$ cat config.mk
export PLATFORM = sky130hd
export DESIGN_NAME = gpio_irq_port
export DESIGN_NICKNAME = d
export VERILOG_FILES = /design/src/rtl/gpio_irq_pkg.sv /design/src/rtl/gpio_irq_setclr.sv /design/src/rtl/gpio_irq_regs.sv /design/src/rtl/gpio_irq_sync.sv /design/src/rtl/gpio_irq_detect.sv /design/src/rtl/gpio_irq_port.sv
export SDC_FILE = /design/constraint.sdc
export NUM_CORES = 1
export LEC_CHECK = 0
export CAP_MARGIN = 20
export CORE_UTILIZATION = 45
export CTS_CLUSTER_DIAMETER = 30
export CTS_CLUSTER_SIZE = 12
export DETAILED_ROUTE_END_ITERATION = 10
export DONT_BUFFER_PORTS = 1
export PLACE_DENSITY = 0.69
export SLEW_MARGIN = 40
export SYNTH_ARGS = -nofsm -noshare
export SYNTH_HDL_FRONTEND = slang
export SYNTH_HIERARCHICAL = 1
export SYNTH_SLANG_ARGS = --single-unit
$ cat constraint.sdc
create_clock -name clk -period 1.7 [get_ports clk]
set_input_delay 0.17 -clock clk [delete_from_list [all_inputs] [get_ports clk]]
set_output_delay 0.17 -clock clk [all_outputs]
set_load 0.05 [all_outputs]
$ cat src/rtl/gpio_irq_pkg.sv
package gpio_irq_pkg;
  localparam int BUS_W     = 32;
  localparam int ADDR_W    = 8;
  localparam int MAX_LINES = 32;

  // set addresses of the set/clear vector pairs; clear address is +4
  localparam int NUM_PAIRS = 8;
  localparam int P_OUT  = 0;
  localparam int P_DIR  = 1;
  localparam int P_IEN  = 2;
  localparam int P_MSK  = 3;
  localparam int P_TRIG = 4;
  localparam int P_POL  = 5;
  localparam int P_FLT  = 6;
  localparam int P_BOTH = 7;
  localparam logic [ADDR_W-1:0] PAIR_SET_ADDR [NUM_PAIRS] =
    '{8'h00, 8'h10, 8'h20, 8'h30, 8'h40, 8'h50, 8'h60, 8'hB0};

  // plain addresses
  localparam logic [ADDR_W-1:0] A_DIR_RD  = 8'h18;
  localparam logic [ADDR_W-1:0] A_STAT_RD = 8'h70;
  localparam logic [ADDR_W-1:0] A_ACK     = 8'h78;
  localparam logic [ADDR_W-1:0] A_PIN_RD  = 8'h80;
  localparam logic [ADDR_W-1:0] A_TOP_EN  = 8'hA0;
  localparam logic [ADDR_W-1:0] A_BOTH_RD = 8'hB8;

  typedef struct packed {
    logic ien;
    logic trig;
    logic pol;
    logic both;
  } line_cfg_t;
endpackage

$ cat src/rtl/gpio_irq_setclr.sv
module gpio_irq_setclr
  import gpio_irq_pkg::*;
#(
  parameter int                NUM_LINES = 32,
  parameter logic [ADDR_W-1:0] SET_A     = 8'h00
) (
  input  logic                 clk,
  input  logic                 rst_n,
  input  logic                 bus_wr,
  input  logic [ADDR_W-1:0]    bus_addr,
  input  logic [BUS_W-1:0]     bus_wdata,
  output logic [NUM_LINES-1:0] q
);
  localparam logic [ADDR_W-1:0] CLR_A = SET_A + 8'd4;

  logic [NUM_LINES-1:0] bits;
  logic                 hit_set, hit_clr;

  assign bits    = bus_wdata[NUM_LINES-1:0];
  assign hit_set = bus_wr && (bus_addr == SET_A);
  assign hit_clr = bus_wr && (bus_addr == CLR_A);

  always_ff @(posedge clk) begin
    if (!rst_n)       q <= '0;
    else if (hit_set) q <= q | bits;
    else if (hit_clr) q <= q & ~bits;
  end

  // written ones are present after a set write
  assert_set_bits_R1: assert property (@(posedge clk) disable iff (!rst_n)
    (bus_wr && bus_addr == SET_A) |=>
      ((q & $past(bus_wdata[NUM_LINES-1:0])) == $past(bus_wdata[NUM_LINES-1:0])));

  // written ones are gone after a clear write
  assert_clr_bits_R1: assert property (@(posedge clk) disable iff (!rst_n)
    (bus_wr && bus_addr == CLR_A) |=>
      ((q & $past(bus_wdata[NUM_LINES-1:0])) == '0));
endmodule

$ cat src/rtl/gpio_irq_regs.sv
module gpio_irq_regs
  import gpio_irq_pkg::*;
#(
  parameter int NUM_LINES = 32
) (
  input  logic                 clk,
  input  logic                 rst_n,
  input  logic                 bus_wr,
  input  logic [ADDR_W-1:0]    bus_addr,
  input  logic [BUS_W-1:0]     bus_wdata,
  output logic [NUM_LINES-1:0] vec_q [NUM_PAIRS],
  output logic                 top_en_q,
  output logic [NUM_LINES-1:0] ack_bits
);
  for (genvar k = 0; k < NUM_PAIRS; k++) begin : g_pair
    gpio_irq_setclr #(
      .NUM_LINES(NUM_LINES),
      .SET_A    (PAIR_SET_ADDR[k])
    ) i_pair (
      .clk      (clk),
      .rst_n    (rst_n),
      .bus_wr   (bus_wr),
      .bus_addr (bus_addr),
      .bus_wdata(bus_wdata),
      .q        (vec_q[k])
    );
  end

  always_ff @(posedge clk) begin
    if (!rst_n)                                top_en_q <= 1'b0;
    else if (bus_wr && bus_addr == A_TOP_EN)   top_en_q <= bus_wdata[0];
  end

  assign ack_bits = (bus_wr && bus_addr == A_ACK) ? bus_wdata[NUM_LINES-1:0] : '0;
endmodule

$ cat src/rtl/gpio_irq_sync.sv
module gpio_irq_sync #(
  parameter int NUM_LINES = 32
) (
  input  logic                 clk,
  input  logic                 rst_n,
  input  logic [NUM_LINES-1:0] pin_in,
  input  logic [NUM_LINES-1:0] flt_en,
  output logic [NUM_LINES-1:0] lvl_q,
  output logic [NUM_LINES-1:0] prv_q
);
  for (genvar i = 0; i < NUM_LINES; i++) begin : g_line
    logic s1, s2, s3;
    always_ff @(posedge clk) begin
      if (!rst_n) begin
        s1       <= 1'b0;
        s2       <= 1'b0;
        s3       <= 1'b0;
        lvl_q[i] <= 1'b0;
        prv_q[i] <= 1'b0;
      end else begin
        s1       <= pin_in[i];
        s2       <= s1;
        s3       <= s2;
        prv_q[i] <= lvl_q[i];
        if (!flt_en[i] || (s2 == s3)) lvl_q[i] <= s2;
      end
    end

    // with the filter on, the level only moves to a value seen on two samples
    assert_filter_agree_R11: assert property (@(posedge clk) disable iff (!rst_n)
      (flt_en[i] && $past(flt_en[i]) && !$stable(lvl_q[i])) |-> (lvl_q[i] == $past(s3)));
  end
endmodule

$ cat src/rtl/gpio_irq_detect.sv
module gpio_irq_detect
  import gpio_irq_pkg::*;
#(
  parameter int NUM_LINES = 32
) (
  input  logic                 clk,
  input  logic                 rst_n,
  input  logic [NUM_LINES-1:0] lvl,
  input  logic [NUM_LINES-1:0] prv,
  input  logic [NUM_LINES-1:0] ien,
  input  logic [NUM_LINES-1:0] trig,
  input  logic [NUM_LINES-1:0] pol,
  input  logic [NUM_LINES-1:0] both,
  input  logic [NUM_LINES-1:0] ack,
  output logic [NUM_LINES-1:0] status
);
  for (genvar i = 0; i < NUM_LINES; i++) begin : g_line
    line_cfg_t cfg;
    logic rise, fall, edge_mode, hit, level_on, latch;

    assign cfg       = '{ien: ien[i], trig: trig[i], pol: pol[i], both: both[i]};
    assign rise      = lvl[i] & ~prv[i];
    assign fall      = ~lvl[i] & prv[i];
    assign edge_mode = cfg.both | cfg.trig;
    assign hit       = cfg.both ? (rise | fall) : (cfg.trig & (cfg.pol ? rise : fall));
    assign level_on  = ~edge_mode & (cfg.pol ? lvl[i] : ~lvl[i]);

    always_ff @(posedge clk) begin
      if (!rst_n)                      latch <= 1'b0;
      else if (!cfg.ien || !edge_mode) latch <= 1'b0;
      else if (hit)                    latch <= 1'b1;
      else if (ack[i])                 latch <= 1'b0;
    end

    assign status[i] = cfg.ien & (latch | level_on);

    // an acknowledge with no new edge empties an edge-mode line
    assert_ack_clears_R7: assert property (@(posedge clk) disable iff (!rst_n)
      (ack[i] && !hit && edge_mode) |=> !status[i]);

    // a recognised edge wins over a coinciding acknowledge
    assert_edge_wins_R8: assert property (@(posedge clk) disable iff (!rst_n)
      (hit && cfg.ien) |=> (status[i] || !cfg.ien));

    // a disabled line never reports
    assert_disabled_quiet_R9: assert property (@(posedge clk) disable iff (!rst_n)
      !cfg.ien |-> !status[i]);
  end
endmodule

$ cat src/rtl/gpio_irq_port.sv
module gpio_irq_port
  import gpio_irq_pkg::*;
#(
  parameter int NUM_LINES = 32
) (
  input  logic                 clk,
  input  logic                 rst_n,
  input  logic                 bus_wr,
  input  logic                 bus_rd,
  input  logic [ADDR_W-1:0]    bus_addr,
  input  logic [BUS_W-1:0]     bus_wdata,
  output logic [BUS_W-1:0]     bus_rdata,
  input  logic [NUM_LINES-1:0] pin_in,
  output logic [NUM_LINES-1:0] pin_out,
  output logic [NUM_LINES-1:0] pin_oe,
  output logic                 irq_out
);
  logic [NUM_LINES-1:0] vec_q [NUM_PAIRS];
  logic                 top_en_q;
  logic [NUM_LINES-1:0] ack_bits, lvl_q, prv_q, status;
  logic [BUS_W-1:0]     rd_next;

  gpio_irq_regs #(.NUM_LINES(NUM_LINES)) i_regs (
    .clk      (clk),
    .rst_n    (rst_n),
    .bus_wr   (bus_wr),
    .bus_addr (bus_addr),
    .bus_wdata(bus_wdata),
    .vec_q    (vec_q),
    .top_en_q (top_en_q),
    .ack_bits (ack_bits)
  );

  gpio_irq_sync #(.NUM_LINES(NUM_LINES)) i_sync (
    .clk   (clk),
    .rst_n (rst_n),
    .pin_in(pin_in),
    .flt_en(vec_q[P_FLT]),
    .lvl_q (lvl_q),
    .prv_q (prv_q)
  );

  gpio_irq_detect #(.NUM_LINES(NUM_LINES)) i_detect (
    .clk   (clk),
    .rst_n (rst_n),
    .lvl   (lvl_q),
    .prv   (prv_q),
    .ien   (vec_q[P_IEN]),
    .trig  (vec_q[P_TRIG]),
    .pol   (vec_q[P_POL]),
    .both  (vec_q[P_BOTH]),
    .ack   (ack_bits),
    .status(status)
  );

  always_comb begin
    rd_next = '0;
    case (bus_addr)
      A_DIR_RD:  rd_next[NUM_LINES-1:0] = vec_q[P_DIR];
      A_STAT_RD: rd_next[NUM_LINES-1:0] = status;
      A_PIN_RD:  rd_next[NUM_LINES-1:0] = lvl_q;
      A_BOTH_RD: rd_next[NUM_LINES-1:0] = vec_q[P_BOTH];
      default:   rd_next = '0;
    endcase
  end

  always_ff @(posedge clk) begin
    if (!rst_n)      bus_rdata <= '0;
    else if (bus_rd) bus_rdata <= rd_next;
  end

  assign pin_oe  = vec_q[P_DIR];
  assign pin_out = vec_q[P_OUT] & vec_q[P_DIR];
  assign irq_out = top_en_q & (|(status & ~vec_q[P_MSK]));

  // a line set as input never drives a one
  assert_input_not_driven_R2: assert property (@(posedge clk) disable iff (!rst_n)
    ((pin_out & ~pin_oe) == '0));

  // the combined output is silent while its enable is off
  assert_top_gate_R10: assert property (@(posedge clk) disable iff (!rst_n)
    (bus_wr && bus_addr == A_TOP_EN && !bus_wdata[0]) |=> !irq_out);
endmodule

==> summary.txt <==
Tmin final -> 2590 ps
Clk_lat worst skew -> 660 ps
Leakage power -> 13.7 nW
Slowest-stage cell, CP -> dfxtp_1
Num rows -> 82
Placed inst area -> 0.0252 mm2
Slew Limit Fails -> 0
Layout cells sized above 1 -> 0.259
Failing checks -> negative setup slack
Syn_nets -> 2,440
Area of the mapped netlist -> 0.0228 mm2
Vias in the first global route -> 23,243
CTS tree -> done
Layout Nets -> 3,066
IO Port Bufs -> 0
Core area -> 0.0501 mm2
Slew margin rel. -> 0.447
Clock Path Buffers -> 3
FFs w/ async S/R, synth -> 0
Initial antenna violation count -> 5
Max incr delay on CP -> 340 ps
CP max FO -> 2
Syn avg cell area -> 9.92 um2
Synth Flop Type -> dfxtp_1
Hold Path Class -> input pin to flop
Met1 Use GR -> 0.390
GRT Overall Usage -> 0.329
TritonRoute pass-1 iters -> 9
Met3 Use GR -> 0.0865
Vias -> 22,550
Outcome -> finished, violations left
Largest net degree at the start of global routing -> 242
PwrDens -> 1090 mW/mm2
DP Wirelength -> 45,800 um
Commonest non-fill, non-tap cells in the layout -> 463 x dfxtp_1, 342 x dlygate4sd3_1, 316 x buf_4
Final Hold Violating Endpoints -> 0
CP endpoint kind -> output pin
1st-iter DRT viols -> 2,390
Unrepaired setup endpoints after global routing -> yes
Die height -> 227 um
ANT nets after route -> 0
RePlAce Congestion -> 0.881
Register area share after synthesis -> 0.422
VDD IR max -> 0.789 mV
CTS H-tree depth -> 3
Most common cell after layout, fill and taps aside -> dfxtp_1
CP Cell Sequence -> xor2_1, nor3_1, o21a_1, inv_1, o22ai_2, nor4_4, a41oi_4, buf_6
EDFF count, synth -> 0
Synth warn -> 6
Total Routed Length -> 86,700 um
Critical Path RT -> 1530 ps
Crit path DAT -> 2420 ps
Worst Skew -> 22.6 ps
Cell variety after synth -> 52
Layout Utilization -> 0.665
Fmax -> 0.385 GHz
Met2 Use GR -> 0.534
Post-Syn Instances -> 2,300
Final worst slack -> -894 ps
Vias per cell -> 6.09
Slew @ Worst Pin -> 830 ps
Setup Crit Path Kind -> flop to output pin
Fillers -> 3,633
IO Pins -> 173
Final period utilization -> 1.53
Clock Sink Count -> 481
Chip Width -> 227 um
#FFs+latches synth -> 481
Post-route cell area -> 0.0333 mm2
GRT busiest layer -> met2
First-pass GRT wire length -> 131,000 um
Num CTS Buffers -> 112
Grt total ovfl -> 0
WL/cell -> 23.4 um
Root buf cell -> clkbuf_16
Area delta synth->final -> 45.9%
Startpoint Class -> flop
Setup violators final -> 1
Die area -> 0.0516 mm2
Max Cap Viol -> 0
Starting Density -> 0.456
DRC -> 0
Clock transition at path regs -> 50 ps
==> cell type report <==
| cell class | count | area, um2 | area share |
|---|---|---|---|
| flip-flops and latches | 481 | 9650 | 0.290 |
| inverters | 101 | 379 | 0.0114 |
| diodes | 3 | 7.51 | 0.000226 |
| clock buffers | 137 | 3110 | 0.0935 |
| clock inverters | 76 | 991 | 0.0298 |
| repair buffers | 694 | 6400 | 0.192 |
| multi-input cells | 1536 | 11900 | 0.357 |
| well taps | 672 | 841 | 0.0253 |
==> worst max-delay path: cells and delay by family, from the launching register on <==
kind	cells	cell delay, ps
AOI/OAI and AO/OA	3	540
xor gates and xnor gates	1	160
buffers and inverters	2	320
DFF	1	340
and+or+nand+nor	2	400
==> final timing paths <==
path	from	to	slack, ps	cells after the start
worst max-delay path	flop	irq_out	-890	8
worst min-delay path	bus_wdata[0]	flop	7	3
worst max register to register	flop	bus_rdata[31]$_SDFFE_PN0P_	90	7
worst min register to register	i_sync/g_line[21].s1$_SDFF_PN0_	i_sync/g_line[21].s2$_SDFF_PN0_	430	1
==> routing by layer <==
metal  vias up  wire [um]  part of all wire
met5         -         23           0.00027
met4         4       4750             0.055
met3       397       9340              0.11
met2      1430      40000              0.46
met1     11023      32600              0.38
li1       9696          -                 -
==> power by group <==
| part | leakage, nW | internal (mW) | switching (mW) |
|---|---|---|---|
| sequential | 3.90 | 11.4 | 0.0798 |
| clock | 2.00 | 15.7 | 7.29 |
| combinational | 7.75 | 0.653 | 1.02 |
==> stage by stage <==
stage,hold WS [ps],total power [mW],worst slack (ps),std cells,TNS (ps)
2_1_floorplan,268,12.5,-33.0,2300,-33.0
3_3_place_gp,283,12.7,-325,3119,-325
3_5_place_dp,288,12.7,-302,3121,-302
4_1_cts,-1.91,36.2,-883,3689,-8670
5_1_grt,2.37,37.0,-975,3699,-978
6_report,6.96,36.2,-894,3700,-894
==> cell usage after synthesis, types with 2 or more instances <==
cell      count  area, um2
buf_8         5       75.1
a32o_1       32        320
mux2i_1     128       1280
o211ai_1     32        240
o22ai_1      16        100
nand3b_1     64        480
buf_12        5        100
o21ai_1      32        160
buf_2        14       70.1
nor4_1        4       25.0
mux2_1        4       45.0
dfxtp_1     481       9630
clkbuf_4      2       15.0
a22o_1       32        280
a311oi_1    115       1010
buf_6        35        394
a21oi_1      32        160
nor4b_4      10        238
a311oi_2     13        195
a21o_1       32        240
clkbuf_8      2       27.5
nor3_1       33        165
nand3_2      80        801
xor2_1       32        280
nand2_1     161        604
and2_1      165       1030
o21a_1       32        240
nand2b_1     70        438
and2_4       32        280
mux2_2       28        315
buf_4        20        150
clkbuf_2     16       80.1
nand3_1     113        566
inv_1       101        379
clkbuf_1     83        312
nand4_1      32        200
nor4_4        2       42.5
a31oi_1     128        801
ha_1         64        801
nor4bb_1      6       60.1
==> cells by family (layout without fill, tap and decap cells) <==
kind of cell             Yosys count  count (layout)  share of synthesized area
AO/OA/AOI/OAI                    501             501                      0.168
multiplexers                     160             160                     0.0720
other                              0               3                          0
flip-flops                       481             481                      0.422
AND/OR/NAND/NOR                  779             779                      0.220
adder cells (fa/ha/maj)           64              64                     0.0351
XOR/XNOR                          32              32                     0.0123
buffers and inverters            283            1008                     0.0703
==> timing repair <==
action | 4_1_cts | 5_1_grt
gates cloned | 0 | 1
pin swaps | 9 | 19
hold buffers | 356 | 0
buffers inserted | 0 | 8
resized for setup | 25 | 52
hold endpoints to repair | 480 | 0
endpoints found under the setup margin | 1 | 38
No activity file was read; power rests on OpenSTA's default activity.
